**src/rtl/bg_pkg.sv**
```systemverilog
package bg_pkg;

    localparam int unsigned DEF_AW   = 32;
    localparam int unsigned DEF_NREG = 32;

    typedef enum logic [0:0] {
        CH_TRAIL = 1'b0,
        CH_ENV   = 1'b1
    } chan_e;

    localparam int unsigned NCH = 2;

    typedef enum logic [1:0] {
        SB_KEEP  = 2'd0,
        SB_CLEAR = 2'd1,
        SB_MARK  = 2'd2
    } sb_op_e;

    function automatic sb_op_e sb_decide(input logic we, input logic marks);
        if (!we)   return SB_KEEP;
        if (marks) return SB_MARK;
        return SB_CLEAR;
    endfunction

endpackage

```
**src/rtl/bg_zone.sv**
```systemverilog
module bg_zone #(
    parameter int unsigned AW = bg_pkg::DEF_AW
) (
    input  logic          clk,
    input  logic          rst,
    input  logic          we,
    input  logic [AW-1:0] wdata,
    input  logic [AW-1:0] limit,
    input  logic [AW-1:0] margin,
    input  logic          clr,
    output logic [AW-1:0] ptr_q,
    output logic          flag_q
);
    logic [AW-1:0] gap;
    logic          past_limit;
    logic          near;

    always_comb begin
        gap        = limit - wdata;
        past_limit = (wdata >= limit);
        near       = past_limit || (gap <= margin);
    end

    always_ff @(posedge clk) begin
        if (rst) begin
            ptr_q  <= '0;
            flag_q <= 1'b0;
        end else begin
            if (we) ptr_q <= wdata;
            flag_q <= (we && near) || (flag_q && !clr);
        end
    end

    // a write past the limit always raises the flag
    p_set_past_limit_r2: assert property (@(posedge clk) disable iff (rst)
        (we && (wdata >= limit)) |=> flag_q);
    // flag holds while no clear arrives
    p_sticky_hold_r3: assert property (@(posedge clk) disable iff (rst)
        (flag_q && !clr) |=> flag_q);
    // a clear with no write drops the flag
    p_clear_drops_r4: assert property (@(posedge clk) disable iff (rst)
        (clr && !we) |=> !flag_q);
    // held pointer follows writes
    p_ptr_track_r7: assert property (@(posedge clk) disable iff (rst)
        we |=> (ptr_q == $past(wdata)));
endmodule

```
**src/rtl/bg_operand_cond.sv**
```systemverilog
module bg_operand_cond #(
    parameter int unsigned AW = bg_pkg::DEF_AW
) (
    input  logic [AW-1:0] addr,
    input  logic [AW-1:0] cp_bound,
    input  logic [AW-1:0] env_ptr,
    output logic          trail_c,
    output logic          env_c
);
    always_comb begin
        trail_c = (addr < cp_bound);
        env_c   = (addr >= env_ptr);
    end
endmodule

```
**src/rtl/bg_trail_sb.sv**
```systemverilog
module bg_trail_sb #(
    parameter int unsigned AW   = bg_pkg::DEF_AW,
    parameter int unsigned NREG = bg_pkg::DEF_NREG,
    localparam int unsigned IW  = $clog2(NREG)
) (
    input  logic            clk,
    input  logic            rst,
    input  logic            we,
    input  logic [IW-1:0]   waddr,
    input  logic            unbound,
    input  logic [AW-1:0]   var_addr,
    input  logic [AW-1:0]   cp_bound,
    input  logic [IW-1:0]   ra,
    input  logic [IW-1:0]   rb,
    output logic            fa,
    output logic            fb,
    output logic [NREG-1:0] vec
);
    import bg_pkg::*;

    logic   older;
    sb_op_e op;

    always_comb begin
        older = unbound && (var_addr < cp_bound);
        op    = sb_decide(we, older);
    end

    for (genvar i = 0; i < NREG; i++) begin : g_entry
        logic hit;
        assign hit = (waddr == IW'(i));
        always_ff @(posedge clk) begin
            if (rst) begin
                vec[i] <= 1'b0;
            end else if (hit) begin
                case (op)
                    SB_MARK:  vec[i] <= 1'b1;
                    SB_CLEAR: vec[i] <= 1'b0;
                    default:  vec[i] <= vec[i];
                endcase
            end
        end
    end

    assign fa = vec[ra];
    assign fb = vec[rb];

    // untouched scoreboard when no register write
    p_idle_stable_r9: assert property (@(posedge clk) disable iff (rst)
        !we |=> $stable(vec));
    // a non-qualifying write clears the written entry
    p_write_clears_r9: assert property (@(posedge clk) disable iff (rst)
        (we && !unbound) |=> !vec[$past(waddr)]);
    // a qualifying write marks the entry
    p_mark_r8: assert property (@(posedge clk) disable iff (rst)
        (we && unbound && (var_addr < cp_bound)) |=> vec[$past(waddr)]);
    // at most one entry changes per cycle
    p_one_change_r9: assert property (@(posedge clk) disable iff (rst)
        1'b1 |=> ($countones(vec ^ $past(vec)) <= 1));
endmodule

```
**src/rtl/bound_guard.sv**
```systemverilog
module bound_guard #(
    parameter int unsigned AW   = bg_pkg::DEF_AW,
    parameter int unsigned NREG = bg_pkg::DEF_NREG,
    localparam int unsigned IW  = $clog2(NREG)
) (
    input  logic            clk,
    input  logic            rst,
    input  logic            trail_we,
    input  logic [AW-1:0]   trail_wdata,
    input  logic [AW-1:0]   trail_limit,
    input  logic [AW-1:0]   trail_margin,
    input  logic            env_we,
    input  logic [AW-1:0]   env_wdata,
    input  logic [AW-1:0]   env_limit,
    input  logic [AW-1:0]   env_margin,
    input  logic [1:0]      flag_clr,
    output logic [1:0]      sticky,
    input  logic [AW-1:0]   cp_bound,
    input  logic [AW-1:0]   opa_addr,
    input  logic [AW-1:0]   opb_addr,
    output logic            trail_a,
    output logic            trail_b,
    output logic            env_a,
    output logic            env_b,
    input  logic            rf_we,
    input  logic [IW-1:0]   rf_waddr,
    input  logic            rf_unbound,
    input  logic [AW-1:0]   rf_var_addr,
    input  logic [IW-1:0]   rd_a_idx,
    input  logic [IW-1:0]   rd_b_idx,
    output logic            tchk_a,
    output logic            tchk_b,
    output logic [NREG-1:0] tchk_vec
);
    import bg_pkg::*;

    logic [NCH-1:0]         ch_we;
    logic [NCH-1:0][AW-1:0] ch_wdata;
    logic [NCH-1:0][AW-1:0] ch_limit;
    logic [NCH-1:0][AW-1:0] ch_margin;
    logic [NCH-1:0][AW-1:0] ch_ptr;
    logic [NCH-1:0]         ch_flag;

    always_comb begin
        ch_we[CH_TRAIL]     = trail_we;
        ch_wdata[CH_TRAIL]  = trail_wdata;
        ch_limit[CH_TRAIL]  = trail_limit;
        ch_margin[CH_TRAIL] = trail_margin;
        ch_we[CH_ENV]       = env_we;
        ch_wdata[CH_ENV]    = env_wdata;
        ch_limit[CH_ENV]    = env_limit;
        ch_margin[CH_ENV]   = env_margin;
    end

    for (genvar c = 0; c < NCH; c++) begin : g_chan
        bg_zone #(.AW(AW)) u_zone (
            .clk    (clk),
            .rst    (rst),
            .we     (ch_we[c]),
            .wdata  (ch_wdata[c]),
            .limit  (ch_limit[c]),
            .margin (ch_margin[c]),
            .clr    (flag_clr[c]),
            .ptr_q  (ch_ptr[c]),
            .flag_q (ch_flag[c])
        );
    end

    assign sticky = ch_flag;

    logic [1:0][AW-1:0] op_addr;
    logic [1:0]         op_trail;
    logic [1:0]         op_env;

    assign op_addr[0] = opa_addr;
    assign op_addr[1] = opb_addr;

    for (genvar k = 0; k < 2; k++) begin : g_opnd
        bg_operand_cond #(.AW(AW)) u_cond (
            .addr     (op_addr[k]),
            .cp_bound (cp_bound),
            .env_ptr  (ch_ptr[CH_ENV]),
            .trail_c  (op_trail[k]),
            .env_c    (op_env[k])
        );
    end

    assign trail_a = op_trail[0];
    assign trail_b = op_trail[1];
    assign env_a   = op_env[0];
    assign env_b   = op_env[1];

    bg_trail_sb #(.AW(AW), .NREG(NREG)) u_sb (
        .clk      (clk),
        .rst      (rst),
        .we       (rf_we),
        .waddr    (rf_waddr),
        .unbound  (rf_unbound),
        .var_addr (rf_var_addr),
        .cp_bound (cp_bound),
        .ra       (rd_a_idx),
        .rb       (rd_b_idx),
        .fa       (tchk_a),
        .fb       (tchk_b),
        .vec      (tchk_vec)
    );

    // a channel with no write and no clear keeps its flag
    p_chan_indep_r5: assert property (@(posedge clk) disable iff (rst)
        (!trail_we && !flag_clr[0]) |=> (sticky[0] == $past(sticky[0])));
    // reset leaves everything clear
    p_reset_clear_r1: assert property (@(posedge clk)
        rst |=> (sticky == 2'b00 && tchk_vec == '0));
endmodule

```
**config.mk**
```make
export PLATFORM = sky130hd
export DESIGN_NAME = bound_guard
export DESIGN_NICKNAME = d
export VERILOG_FILES = /design/src/rtl/bg_pkg.sv /design/src/rtl/bg_zone.sv /design/src/rtl/bg_operand_cond.sv /design/src/rtl/bg_trail_sb.sv /design/src/rtl/bound_guard.sv
export SDC_FILE = /design/constraint.sdc
export NUM_CORES = 1
export LEC_CHECK = 0
export ABC_AREA = 1
export BUFFER_PORTS_ARGS = -buffer_cell sky130_fd_sc_hd__buf_2
export CAP_MARGIN = 20
export CORE_UTILIZATION = 55
export DETAILED_ROUTE_END_ITERATION = 8
export MAX_ROUTING_LAYER = met4
export PLACE_DENSITY = 0.94
export SLEW_MARGIN = 20
export SYNTH_ARGS = -nofsm -noshare
export SYNTH_HDL_FRONTEND = slang
export SYNTH_SLANG_ARGS = --single-unit
export TNS_END_PERCENT = 10
```
**constraint.sdc**
```tcl
create_clock -name clk -period 7.9 [get_ports clk]
set_clock_uncertainty 0.15 [all_clocks]
set_input_delay 1.58 -clock clk [delete_from_list [all_inputs] [get_ports clk]]
set_output_delay 1.58 -clock clk [all_outputs]
set_load 0.01 [all_outputs]
```
==> flow_metrics.py <==
metrics = {
    "setup_path": {
        "reg2reg_depth": 2,
        "crit_type": "input pin to primary output",
        "cp_max_fo": 3,
        "critPathLaunchType": "input pin",
        "r2r_start": "u_sb.vec[4]",
        "endpoint_kind": "primary output",
        "r2r_end": "u_sb.vec[4]",
        "r2r_setup_slack_ns": 6.93,
        "worstPathRequired_ns": 6.17,
        "arrival_ns": 3.25,
    },
    "global_route": {
        "grt_pass1_vias": 13790,
        "grt_pass1_wl_um": 65010,
        "antenna_found_initial": 15,
        "gr-total-overflow": 0,
        "grt_max_degree": 66,
        "grtUsageTotal": 0.3536,
    },
    "hold_path": {
        "worstHoldStart": "g_chan[0].u_zone.flag_q",
        "hold_end": "g_chan[0].u_zone.flag_q",
        "min_path_type": "register to register",
        "hold_depth": 2,
    },
    "sta": {
        "finalCriticalPeriod_ns": 4.984,
        "whs_ns": 0.3604,
        "setup_tns_ns": 0,
        "rsz0062_at_grt": "no",
        "maxSlewHeadroom": 0.2890,
        "fin_crit_sh": 0.6308,
        "finalHoldViolCount": 0,
        "setup_slack_ns": 2.916,
        "maxSlewViolCount": 0,
        "fmax_mhz": 200.7,
        "setup_viol": 0,
        "worstMarginPinSlew_ns": 1.064,
    },
    "clock_tree": {
        "cts_buffer_depth": 2,
        "hold_buffers": 0,
        "cts_buffers": 9,
        "cts_resized": 0,
        "htreeDepth": 3,
        "clk_transition_reported_paths_ns": 0.06,
        "cts.sinks": 66,
        "clk_latency_ns": 0.34,
        "cts_root_buf": "clkbuf_16",
        "cts_tree": "built",
        "cts_setup_buffers": 0,
    },
    "detailed_routing": {
        "first_pass_iters": 6,
        "vias_per_cell": 5.494,
        "drc": 0,
        "vias": 14390,
        "wirelength_um": 40970,
        "drt_iter0_drc": 1013,
        "ant_nets": 0,
        "wl_per_cell_um": 15.64,
    },
    "pwr": {
        "p_int_uw": 995.5,
        "powerDensity_nw_per_um2": 115.3,
        "leakage_nw": 8.600,
        "p_comb_frac": 0.529,
        "switching_share": 0.4191,
        "p_sw_uw": 718.2,
        "ir_drop_mv": 0.1082,
        "clkPwrFrac": 0.263,
        "seq_power_share": 0.208,
    },
    "synthesis": {
        "synthCells": 1953,
        "async_flop_share": 0,
        "synth_nets": 2583,
        "ys.flop_type": "dfxtp_1",
        "yosys.cell_types.count": 46,
        "ys_warn_count": 0,
        "ys_seq_area_frac": 0.1070,
        "synth.cell_area_sq_um": 12350,
        "synth-seq-cells": 66,
        "postSynthAreaPerCell_sq_um": 6.321,
        "synth_edf_count": 0,
    },
    "placement": {
        "io_buffers": 382,
        "gp_congestion": 0.9903,
        "place_hpwl_um": 35580,
        "post-place-ws_ns": 2.850,
        "placed_cells": 2589,
    },
    "floorplan": {
        "die_w_um": 151.8,
        "design.core.area_sq_um": 21890,
        "die-area_sq_um": 23050,
        "pin_count": 383,
        "initial_core_util": 0.5640,
        "rows": 54,
        "die_y_um": 151.8,
    },
    "layout": {
        "drive_above_1_share": 0.1845,
        "final_cells": 2620,
        "synthToLayoutAreaGrowth_pct": 20.35,
        "nNetsFinal": 2950,
    },
    "job": {
        "drv_cap": 0,
    },
    "outcome": {
        "status": "complete, no violations",
    },
}
-- layer usage --
metal | GRT usage | share of wire | vias up
li1 | - | - | 7257
met1 | 0.3847 | 0.40 | 6452
met2 | 0.6390 | 0.50 | 576
met3 | 0.04478 | 0.055 | 109
met4 | 0.1571 | 0.040 | 0
met5 | - | 0 | -
-- worst max-delay path, cell delays in order --
cell	delay [ns]
buf_2	0.11
ha_1	0.31
nand4_1	0.16
nor4_1	0.64
nand4_1	0.16
nand3_1	0.15
buf_2	0.14
-- layout by cell type (no fill, tap or decap), types with 5 or more instances in the layout --
cell type,count
a21o_1,14
inv_1,355
nand4_1,28
o21ai_1,7
o221ai_1,20
buf_2,382
xnor2_1,16
clkbuf_16,9
nand2_1,379
a21oi_2,5
dfxtp_1,66
nor2_1,184
a31oi_1,6
o21a_1,16
a21oi_1,241
nand3_1,42
diode_2,15
xor2_1,34
a21boi_0,5
nand2_2,7
o21ai_0,133
ha_1,285
nor3_1,20
o21ai_2,8
o21bai_1,20
-- through the flow --
step | cell area [sq um] | utilization | total power [mW]
final | 14860 | 0.6787 | 1.714
after CTS | 14820 | 0.6770 | 1.707
after detailed placement | 14490 | 0.6621 | 1.253
after global placement | 14490 | 0.6621 | 1.219
after floorplan | 12350 | - | 0.9729
after global routing | 14860 | 0.6787 | 1.855
-- synthesized netlist by cell type, drive strengths merged (21+ instances only) --
cell / n / share of area
inv: 358 / 0.11
xor2: 34 / 0.024
nand4: 28 / 0.014
a21oi: 246 / 0.10
nor2: 187 / 0.057
ha: 285 / 0.29
nand3: 43 / 0.018
o21bai: 21 / 0.013
nor3: 21 / 0.0089
dfxtp: 66 / 0.11
nand2: 386 / 0.12
o21ai: 148 / 0.062
-- worst max path at each step --
stage,from,slack [ns],cells after the start,to
6_report,opa_addr[27],2.92,7,env_a
5_1_grt,opa_addr[27],2.85,7,env_a
4_1_cts,opa_addr[27],2.90,7,env_a
3_5_place_dp,env_wdata[0],2.85,28,g_chan[1].u_zone.flag_q
3_3_place_gp,opa_addr[27],2.94,7,env_a
2_1_floorplan,cp_bound[11],3.54,7,trail_a
-- state kept, by name, summed over array words and instances, names as in the netlist --
signal                cells
g_chan.u_zone.flag_q      2
g_chan.u_zone.ptr_q      32
u_sb.vec                 32
-- layout make-up --
class,instances,area [sq um]
flip-flops and latches,66,1321
clock buffers,9,225.2
repair buffers,382,1912
fillers,2013,7033
inverters,358,1344
well taps,280,350.3
multi-input cells,1503,9567
diodes,15,37.54
clock inverters,7,101.3
-- logic make-up after synthesis --
group,count (synthesis),synth area share
simple gates,677,0.2236
mux,1,0.0008108
buf+inv,384,0.1181
xor+xnor,50,0.03547
compound gates,488,0.2230
flops,66,0.1070
fa+ha+maj,287,0.2921
-- power groups by stage --
stage	clock [mW]	sequential, mW	combinational, mW
final	0.451	0.357	0.906
after global routing	0.472	0.358	1.03
after CTS	0.455	0.356	0.897
after detailed placement	0	0.364	0.890
after global placement	0	0.363	0.856
after floorplan	0	0.361	0.612
Power figures use the tool's default switching activity.
